## config.mk

```make
export PLATFORM = sky130hd
export DESIGN_NAME = zol_loop_ctrl
export DESIGN_NICKNAME = d
export VERILOG_FILES = /design/src/rtl/zol_pkg.sv /design/src/rtl/zol_frame_reg.sv /design/src/rtl/zol_pass_counter.sv /design/src/rtl/zol_steer.sv /design/src/rtl/zol_loop_ctrl.sv
export SDC_FILE = /design/constraint.sdc
export NUM_CORES = 1
export LEC_CHECK = 0
export BUFFER_PORTS_ARGS = -buffer_cell sky130_fd_sc_hd__buf_2
export CAP_MARGIN = 20
export CORE_ASPECT_RATIO = 1.25
export CORE_MARGIN = 3
export CORE_UTILIZATION = 45
export DETAILED_ROUTE_END_ITERATION = 8
export PLACE_DENSITY = 0.74
export SLEW_MARGIN = 20
export SYNTH_ARGS = -nofsm -noshare
export SYNTH_HDL_FRONTEND = slang
export SYNTH_SLANG_ARGS = --single-unit
```

## constraint.sdc

```tcl
create_clock -name clk -period 6 [get_ports clk]
set_clock_uncertainty 0.2 [all_clocks]
set_input_delay 0.6 -clock clk [delete_from_list [all_inputs] [get_ports clk]]
set_output_delay 0.6 -clock clk [all_outputs]
set_load 0.005 [all_outputs]
```

## src/rtl/zol_pkg.sv

```systemverilog
package zol_pkg;
  typedef enum logic {
    ZL_BLOCK  = 1'b0,
    ZL_REPEAT = 1'b1
  } zl_mode_e;
endpackage

```

## src/rtl/zol_frame_reg.sv

```systemverilog
module zol_frame_reg
  import zol_pkg::*;
#(
  parameter int ADDR_W = 16
) (
  input  logic              clk,
  input  logic              rst_n,
  input  logic              load,
  input  logic              mode_in,
  input  logic [ADDR_W-1:0] first_in,
  input  logic [ADDR_W-1:0] last_in,
  output zl_mode_e          mode_q,
  output logic [ADDR_W-1:0] first_q,
  output logic [ADDR_W-1:0] last_q
);
  zl_mode_e          mode_d;
  logic [ADDR_W-1:0] last_d;

  // In repeat mode the body is the single start instruction.
  always_comb begin
    mode_d = zl_mode_e'(mode_in);
    last_d = (mode_d == ZL_REPEAT) ? first_in : last_in;
  end

  always_ff @(posedge clk or negedge rst_n) begin
    if (!rst_n) begin
      mode_q  <= ZL_BLOCK;
      first_q <= '0;
      last_q  <= '0;
    end else if (load) begin
      mode_q  <= mode_d;
      first_q <= first_in;
      last_q  <= last_d;
    end
  end
endmodule

```

## src/rtl/zol_pass_counter.sv

```systemverilog
module zol_pass_counter #(
  parameter int CNT_W = 8
) (
  input  logic             clk,
  input  logic             rst_n,
  input  logic             load,
  input  logic [CNT_W-1:0] count_in,
  input  logic             step,
  output logic             final_pass
);
  localparam int PASS_W = CNT_W + 1;

  logic [PASS_W-1:0] left_q;

  // A zero count stands for the full range of the counter.
  function automatic logic [PASS_W-1:0] passes_of(input logic [CNT_W-1:0] c);
    logic [PASS_W-1:0] full;
    full = '0;
    full[CNT_W] = 1'b1;
    return (c == '0) ? full : {1'b0, c};
  endfunction

  always_ff @(posedge clk or negedge rst_n) begin
    if (!rst_n) begin
      left_q <= '0;
    end else if (load) begin
      left_q <= passes_of(count_in);
    end else if (step) begin
      left_q <= left_q - PASS_W'(1);
    end
  end

  assign final_pass = (left_q <= PASS_W'(1));
endmodule

```

## src/rtl/zol_steer.sv

```systemverilog
module zol_steer #(
  parameter int ADDR_W = 16
) (
  input  logic              active,
  input  logic [ADDR_W-1:0] pc,
  input  logic [ADDR_W-1:0] first_q,
  input  logic [ADDR_W-1:0] last_q,
  input  logic              final_pass,
  output logic              end_hit,
  output logic              loop_back,
  output logic              exit_now,
  output logic [ADDR_W-1:0] target
);
  always_comb begin
    end_hit   = active && (pc == last_q);
    loop_back = end_hit && !final_pass;
    exit_now  = end_hit && final_pass;
    target    = first_q;
  end
endmodule

```

## src/rtl/zol_loop_ctrl.sv

```systemverilog
module zol_loop_ctrl
  import zol_pkg::*;
#(
  parameter int ADDR_W = 16,
  parameter int CNT_W  = 8
) (
  input  logic              clk,
  input  logic              rst_n,
  input  logic [ADDR_W-1:0] pc_i,
  input  logic              start_valid_i,
  input  logic              start_mode_i,
  input  logic [ADDR_W-1:0] start_first_i,
  input  logic [ADDR_W-1:0] start_last_i,
  input  logic [CNT_W-1:0]  start_count_i,
  output logic              next_pc_valid_o,
  output logic [ADDR_W-1:0] next_pc_o,
  output logic              loop_active_o,
  output logic              irq_mask_o,
  output logic              start_error_o
);
  logic              active_q;
  logic              err_q;
  logic              accept;
  logic              reject;
  logic              end_hit;
  logic              loop_back;
  logic              exit_now;
  logic              final_pass;
  zl_mode_e          mode_q;
  logic [ADDR_W-1:0] first_q;
  logic [ADDR_W-1:0] last_q;
  logic [ADDR_W-1:0] target;

  assign accept = start_valid_i && !active_q;
  assign reject = start_valid_i && active_q;

  zol_frame_reg #(.ADDR_W(ADDR_W)) u_frame (
    .clk      (clk),
    .rst_n    (rst_n),
    .load     (accept),
    .mode_in  (start_mode_i),
    .first_in (start_first_i),
    .last_in  (start_last_i),
    .mode_q   (mode_q),
    .first_q  (first_q),
    .last_q   (last_q)
  );

  zol_pass_counter #(.CNT_W(CNT_W)) u_count (
    .clk        (clk),
    .rst_n      (rst_n),
    .load       (accept),
    .count_in   (start_count_i),
    .step       (loop_back),
    .final_pass (final_pass)
  );

  zol_steer #(.ADDR_W(ADDR_W)) u_steer (
    .active     (active_q),
    .pc         (pc_i),
    .first_q    (first_q),
    .last_q     (last_q),
    .final_pass (final_pass),
    .end_hit    (end_hit),
    .loop_back  (loop_back),
    .exit_now   (exit_now),
    .target     (target)
  );

  always_ff @(posedge clk or negedge rst_n) begin
    if (!rst_n) begin
      active_q <= 1'b0;
      err_q    <= 1'b0;
    end else begin
      err_q <= reject;
      if (accept)        active_q <= 1'b1;
      else if (exit_now) active_q <= 1'b0;
    end
  end

  logic unused_mode;
  assign unused_mode = (mode_q == ZL_REPEAT);

  assign next_pc_valid_o = loop_back;
  assign next_pc_o       = target;
  assign loop_active_o   = active_q;
  assign irq_mask_o      = active_q;
  assign start_error_o   = err_q;
endmodule

```

* Word-level counts from Yosys, hierarchy flattened *
Index checks and enable logic that the tools add are counted.

storage, ports and cells
  bits in registers = 43
  output and inout bits = 20
  input port bits = 60
  word-level logic and storage cells = 24

operators by class
  mux-type cells = 6
  order comparisons = 1
  eq/ne operators = 1
  reduce and logical (&&, ||, !) cells = 10
  add/subtract/negate cells = 1

operators with widths
  cell                 count
  $mux 9               3
  $eq 16x16->1         1
  $mux 16              1
  $le 9x1->1 const B   1
  $sub 9x1->9 const B  1
  $logic_not 8->1      1
  $logic_and 1x1->1    5
  $reduce_bool 2->1    2
  $logic_not 1->1      2
  $mux 1               2

* Logic depth before layout (Yosys ltp) *
Gate-level depths: netlist of run 1.

  word-level depth = 5
  mapped depth = 7
  mapped depth without buffers = 7

* Cells and area by module *
From an unflattened synthesis of run 1, not the netlist that was laid out.

unflattened totals
  cell total of the unflattened synthesis = 219
  area, all modules = 2332.2 um^2

by module, submodules not included
  module            cells each  instances  area an instance (um^2)
  zol_frame_reg     105         1          1377.6
  zol_pass_counter  62          1          550.5
  zol_steer         45          1          324.1
  zol_loop_ctrl     7           1          80.1

* Worst setup path before layout of run 1 *
OpenSTA, ideal clock, no wires.

  path type = input -> output
  from = input pc_i[6]
  to = output next_pc_valid_o
  setup slack = 3.651 ns
  stages = 5
  data required time = 5.200 ns
  arrival = 1.549 ns
  cell sequence = xor2_1 > nor4_1 > nand4_1 > buf_2 > nor2_1

between the ends
  cells in the longest elaborated chain, start to end = 3

ends and longest elaborated chain
  item               line                 source
  start, declared    zol_loop_ctrl.sv:9   input logic [ADDR_W-1:0] pc_i,
  $eq 16x16->1       zol_steer.sv:15      end_hit = active && (pc == last_q);
  $logic_and 1x1->1  zol_steer.sv:15
  $logic_and 1x1->1  zol_steer.sv:16      loop_back = end_hit && !final_pass;
  end, declared      zol_loop_ctrl.sv:15  output logic next_pc_valid_o,

Every way passes these cells.

* Final worst setup path of run 1 *
  from = register u_frame.last_q[12]
  to = output next_pc_valid_o

between the ends
  cells in the longest elaborated chain, start to end = 3

ends and longest elaborated chain
  item                    line                 source
  start, declared         zol_frame_reg.sv:14  output logic [ADDR_W-1:0] last_q
  start signal, assigned  zol_frame_reg.sv:33  last_q <= last_d;
  $eq 16x16->1            zol_steer.sv:15
  $logic_and 1x1->1       zol_steer.sv:15
  $logic_and 1x1->1       zol_steer.sv:16

Every way passes these cells.

==> flow_metrics.env, run 1 <==
export IMPL_cts_sinks=43
export IMPL_outcome="completed"
export IMPL_maxCapViolCount=0
export IMPL_antenna_cells=0
export IMPL_cts_resized=0
export IMPL_final_cell_mix="buf_2 (79), nand2_1 (53), dfrtp_1 (43), nor2_1 (27), a21oi_1 (18)"
export IMPL_antenna_found_initial=0
export IMPL_drcViolationCount=0
export IMPL_r2r_start="u_frame.last_q[12]$_DFFE_PN0P_"
export IMPL_hold_violations=0
export IMPL_synth_top_area_share_pct=49.2
export IMPL_final_common_cell="buf_2"
export IMPL_wire_per_inst_um=13.7
export IMPL_cts_tree="built"
export IMPL_crit_path_top_delay_cell="nand4_1"
export IMPL_critPathCaptureType="output pin"
export IMPL_num_vias=1954
export IMPL_dp_hpwl_um=3790
export IMPL_netlist_instances=242
export IMPL_static_leakage_power_nw=1.38
export IMPL_crit_chain="xor2_1, nor4_1, nand4_1, nor2_1, buf_2"
export IMPL_synthToLayoutAreaGrowth_pct=23.6
export IMPL_postCtsSetupBuffers=0
export IMPL_startpoint="u_frame.last_q[12]$_DFFE_PN0P_"
export IMPL_worst_pin_slew_ps=1030
export IMPL_row_count=27
export IMPL_drtPass1Iterations=4
export IMPL_path_delay_family="simple AND/OR/NAND/NOR gates"
export IMPL_cp_max_fo=14
export IMPL_p_total_w=0.000641
export IMPL_final_max_slew_viol_count=0
export IMPL_instances_no_fill=372
export IMPL_io_pin_count=80
export IMPL_synth_edf_count=0
export IMPL_slowest_delay_ps=440
export IMPL_grt_overflow=0
export IMPL_p_per_area_nw_per_um2=237
export IMPL_postSynthAreaPerCell_sq_um=9.03
export IMPL_drt_iter0_markers=109
export IMPL_final_nets=377
export IMPL_first_global_vias=1900
export IMPL_rsz0062_at_grt="no"
export IMPL_numPortBuffers=79
export IMPL_synth_top_cell_by_area="dfrtp_1"
export IMPL_die_x_um=68.3
export IMPL_gr_usage_all_layers_pct=19.2
export IMPL_die_area_sq_um=5730
export IMPL_ys_types=31
export IMPL_max_slew_margin_rel_pct=31.4
export IMPL_via_per_inst=5.25
export IMPL_ys_seq_elements=43
export IMPL_r2r_setup_slack_ps=3580
export IMPL_period_minus_slack_ps=2910
export IMPL_core_sq_um=4560
export IMPL_ctsLongestPathBuffers=2
export IMPL_crit_type="register to output pin"
export IMPL_max_freq_mhz=343
export IMPL_vdd_drop_max_mv=0.129
export IMPL_critPathArrivalTime_ps=2110
export IMPL_startpoint_type="register"
export IMPL_ys_flop_type="dfrtp_1"
export IMPL_finalSetupTns_ps=0
export IMPL_path_clk_slew_ps=70
export IMPL_cts_hold_buf=0
export IMPL_clockRootBuffer="clkbuf_8"
export IMPL_setup_slack_ps=3090
export IMPL_cp_required_ps=5200
export IMPL_finalSetupViolations=0
export IMPL_wirelength_um=5100
export IMPL_yosysSeqAreaShare_pct=49.2
export IMPL_grt_pass1_wl_um=8600
export IMPL_pre_cts_ws_ps=3080
export IMPL_numCtsBuffers=5
export IMPL_hp_class="input pin to async pin"
export IMPL_fin_crit_sh_pct=48.6
export IMPL_start_util_pct=47.9
export IMPL_drtAntennaViolNets=0
export IMPL_synth_nets=304
export IMPL_synth_async_reset_ratio_pct=100
export IMPL_gp_congestion=0.919
export IMPL_clk_latency_ps=290
export IMPL_layout_drive_gt1_share_pct=28.0
export IMPL_dp_cells=365
export IMPL_netlist_area_sq_um=2190
export IMPL_htreeDepth=2
export IMPL_path_buf_inv=1
export IMPL_die_h_um=83.9
export IMPL_grt_max_degree=54
export IMPL_synthTopCellsByArea="dfrtp_1 (49%), nand2_1 (9.1%), mux2i_1 (7.8%)"
export IMPL_yosysWarnings=0
synth_stat cells, drive strengths merged (2+ instances only):
cell and instances:
a21oi 18, a31oi 7, buf 3, clkbuf 11
dfrtp 43, ha 2, inv 3, mux2i 17
nand2 53, nand3 6, nand4 2, nor2 27
nor3 2, nor4 8, o21ai 7, or3 5
xor2 16
state kept, by name, indices dropped and copies added (netlist names):
name / count
irq_mask_o: 1
start_error_o: 1
u_count.left_q: 9
u_frame.first_q: 16
u_frame.last_q: 16
metrics by stage:
step | hold slack [ps] | utilization, % | cell area (sq um)
final | 246 | 59.3 | 2700
after CTS | 280 | 58.7 | 2680
after global placement | 257 | 57.1 | 2600
after floorplan | 104 | - | 2190
after global routing | 297 | 59.3 | 2700
after detailed placement | 262 | 57.1 | 2600
final timing paths:
| check | endpoint | cells past startpoint |
|---|---|---|
| min reg2reg | u_frame.first_q[13]$_DFFE_PN0P_ | 2 |
| min in group clk | u_frame.first_q[13]$_DFFE_PN0P_ | 2 |
| max in group asynchronous | u_count.left_q[4]$_DFFE_PN0P_ | 1 |
| max | next_pc_valid_o | 5 |
| max reg2reg | u_count.left_q[7]$_DFFE_PN0P_ | 5 |
| min | u_count.left_q[0]$_DFFE_PN0P_ | 1 |
report_power, final:
part	internal (W)	switching (W)	leakage [nW]
Combinational	0.0000604	0.0000605	0.827
Sequential	0.000325	0.0000262	0.518
Clock	0.0000777	0.0000914	0.0371
worst register-to-register path, stage by stage (launching register included):
cell and delay, ps:
dfrtp_1 400, xor2_1 160, nor4_1 420, nand4_1 440, or4_1 620, nand3_1 100
metal layers:
layer,vias up,track usage (%),part of all wire (%)
li1,968,-,-
met1,901,25.5,43
met2,76,30.3,49
met3,9,4.72,6.6
met4,0,5.97,1.5
met5,-,0,0
cells by family (layout without fill, tap and decap cells):
group | after synthesis | after routing | synth area share (%)
and+or+nand+nor | 111 | 111 | 23.0
muxes | 17 | 17 | 7.78
AOI/OAI and AO/OA | 36 | 36 | 9.27
xor gates and xnor gates | 16 | 16 | 6.41
DFF | 43 | 43 | 49.2
buffers and inverters | 17 | 89 | 3.21
adders and majority gates | 2 | 2 | 1.14
layout make-up:
| cell class | count | area [sq um] |
|---|---|---|
| inverter | 3 | 11.3 |
| timing repair buffer | 80 | 423 |
| sequential | 43 | 1080 |
| clock buffer | 6 | 72.6 |
| multi-input combinational | 182 | 1050 |
| tap | 58 | 72.6 |
| fill | 446 | 1860 |
Note: power is estimated with default switching activity, not from simulation.
==> inputs of run 2 (changes only) <==
- ABC_AREA: default -> 1
- PLACE_DENSITY: 0.74 -> 0.72
- clock period: 6 -> 3 ns (I/O delays scaled with it)
==> flow_metrics.env, run 2 <==
export IMPL_netlist_instances=354
export IMPL_finalSetupViolations=0
export IMPL_gp_congestion=0.814
export IMPL_fin_crit_sh_pct=73.2
export IMPL_postSynthAreaPerCell_sq_um=6.87
export IMPL_dp_hpwl_um=4350
export IMPL_final_common_cell="nand2_1"
export IMPL_ys_types=21
export IMPL_slowest_delay_ps=390
export IMPL_start_util_pct=47.2
export IMPL_die_h_um=88.2
export IMPL_synth_top_cell_by_area="dfrtp_1"
export IMPL_synth_fa_ha_area_share_pct=1.03
export IMPL_grt_overflow=0
export IMPL_drcViolationCount=0
export IMPL_drtPass1Iterations=5
export IMPL_path_delay_family="simple AND/OR/NAND/NOR gates"
export IMPL_fin_area_sq_um=2960
export IMPL_finalSetupTns_ps=0
export IMPL_cts_sinks=43
export IMPL_critPathCaptureType="output pin"
export IMPL_cts_tree="built"
export IMPL_antenna_cells=0
export IMPL_crit_chain="inv_1, ha_1, nand2_1, nand2_1, nand2_1, nor2_1, nor2_2, nand3_2, inv_1, buf_2"
export IMPL_whs_ps=12.2
export IMPL_first_global_vias=2248
export IMPL_synth_top_family_by_area="simple AND/OR/NAND/NOR gates"
export IMPL_rsz0062_at_grt="no"
export IMPL_ctsLongestPathBuffers=2
export IMPL_clk_latency_ps=290
export IMPL_startpoint_type="register"
export IMPL_drt_iter0_markers=102
export IMPL_max_freq_mhz=455
export IMPL_critPathArrivalTime_ps=1700
export IMPL_antenna_found_initial=0
export IMPL_instances_no_fill=492
export IMPL_dp_cells=483
export IMPL_grt_pass1_wl_um=9870
export IMPL_cp_required_ps=2500
export IMPL_io_pin_count=80
export IMPL_max_slew_margin_rel_pct=37.1
export IMPL_path_clk_slew_ps=70
export IMPL_outcome="completed"
export IMPL_ys_flop_type="dfrtp_1"
export IMPL_clockRootBuffer="clkbuf_8"
export IMPL_num_vias=2322
export IMPL_synth_edf_count=0
export IMPL_synth_async_reset_ratio_pct=100
export IMPL_synthToLayoutAreaGrowth_pct=21.6
export IMPL_crit_path_top_delay_cell="dfrtp_1"
export IMPL_whs_path_depth=3
export IMPL_final_nets=491
export IMPL_yosysSeqAreaShare_pct=44.2
export IMPL_synth_simple_area_share_pct=27.9
export IMPL_synth_top_area_share_pct=44.2
export IMPL_dpl_instance_area_sq_um=2850
export IMPL_netlist_area_sq_um=2430
export IMPL_ys_seq_elements=43
export IMPL_yosysWarnings=0
export IMPL_wire_per_inst_um=11.7
export IMPL_period_minus_slack_ps=2200
export IMPL_yosys_area_share_xor_xnor_pct=0
export IMPL_path_common_cell="nand2_1"
export IMPL_via_per_inst=4.72
export IMPL_final_max_slew_viol_count=0
export IMPL_wirelength_um=5740
export IMPL_numCtsBuffers=5
export IMPL_crit_type="register to output pin"
export IMPL_layout_drive_gt1_share_pct=21.6
export IMPL_static_leakage_power_nw=1.76
export IMPL_htreeDepth=2
export IMPL_hold_violations=0
export IMPL_postCtsSetupBuffers=0
export IMPL_cp_depth=10
export IMPL_numPortBuffers=79
export IMPL_synthTopCellsByArea="dfrtp_1 (44%), nand2_1 (21%), inv_1 (9.6%)"
export IMPL_reg2regPathDepth=10
export IMPL_maxCapViolCount=0
export IMPL_vdd_drop_max_mv=0.305
export IMPL_die_x_um=71.8
export IMPL_ys_top_cells_by_count="nand2_1 (133), inv_1 (62), dfrtp_1 (43)"
export IMPL_p_per_area_nw_per_um2=462
export IMPL_synth_compound_area_share_pct=14.2
export IMPL_die_area_sq_um=6330
export IMPL_worst_pin_slew_ps=944
export IMPL_final_cell_mix="nand2_1 (133), buf_2 (79), inv_1 (62), dfrtp_1 (43), o21ai_0 (36)"
export IMPL_top_regs="u_frame.first_q x16, u_frame.last_q x16, u_count.left_q x9"
export IMPL_grt_max_degree=48
export IMPL_drtAntennaViolNets=0
export IMPL_path_buf_inv=3
export IMPL_gr_usage_all_layers_pct=19.9
export IMPL_synth_nets=416
export IMPL_row_count=29
export IMPL_hp_class="input pin to register"
export IMPL_synthMuxAreaShare_pct=0
export IMPL_yosysMostFrequentCell="nand2_1"
export IMPL_core_sq_um=5150
export IMPL_cp_max_fo=11
-- run 2: changes by cell type after synthesis, moves of 4 or more --
| cell | delta |
|---|---|
| clkbuf_1 | -5 |
| a31oi_1 | -7 |
| mux2i_1 | -17 |
| nor4_1 | -6 |
| nand3_1 | +4 |
| buf_2 | +4 |
| nand2_1 | +80 |
| inv_1 | +59 |
| o21ai_0 | +29 |
| nor2_1 | -6 |
| a21oi_1 | -12 |
| or3_1 | -5 |
| o211ai_1 | +16 |
| xor2_1 | -16 |
-- run 2: tightest hold or removal path, stage by stage --
cell and delay [ps]:
buf_2 90, nand2_1 40, inv_1 40
-- run 2: timing repair --
| item | CTS | global route |
|---|---|---|
| resized for setup | 0 | 0 |
| hold buffers | 1 | 0 |
| endpoints found under the hold margin | 43 | 0 |
-- run 2: metal layers --
metal	vias up	global-route usage (%)	share of wire [%]
met3	6	5.11	7.0
met4	0	5.64	1.2
met5	-	0	0
met1	1016	24.7	43
met2	64	34.4	49
li1	1236	-	-
-- run 2: layout make-up --
type | instances | area, sq um
fill | 510 | 2190
inverter | 63 | 236
timing repair buffer | 82 | 420
multi-input combinational | 234 | 1050
tap | 62 | 77.6
clock buffer | 8 | 100
sequential | 43 | 1080
-- run 2: path summary, 6_finish.rpt --
path	from	to	slack (ps)
setup / recovery	u_count.left_q[1]$_DFFE_PN0P_	next_pc_valid_o	800
hold / removal	start_valid_i	start_error_o$_DFF_PN0_	10
setup reg to reg	u_count.left_q[5]$_DFFE_PN0P_	u_count.left_q[2]$_DFFE_PN0P_	1110
hold reg to reg	u_frame.first_q[9]$_DFFE_PN0P_	u_frame.first_q[9]$_DFFE_PN0P_	280
max in group asynchronous	rst_n	u_frame.first_q[15]$_DFFE_PN0P_	1510
min in group asynchronous	rst_n	irq_mask_o$_DFFE_PN0P_	500
-- run 2: cell families after synthesis --
group | after synthesis
AOI/OAI and AO/OA | 61
adders and majority gates | 2
buffers and inverters | 77
DFF | 43
and+or+nand+nor | 171
-- run 2: where the power goes --
group	switching, W	internal, W	total, W	leakage, nW
Sequential	0.0000439	0.000647	0.000691	0.521
Combinational	0.000158	0.000122	0.000280	1.19
Clock	0.000187	0.000210	0.000397	0.0515
Total	0.000388	0.000979	0.00137	1.76
-- run 2: stage by stage --
stage | util [%] | power (W) | setup slack [ps]
3_5_place_dp | 55.3 | 0.000984 | 1110
4_1_cts | 57.5 | 0.00138 | 796
6_report | 57.5 | 0.00137 | 803
3_3_place_gp | 55.3 | 0.000973 | 1110
5_1_grt | 57.5 | 0.00147 | 596
2_1_floorplan | - | 0.000865 | 1340
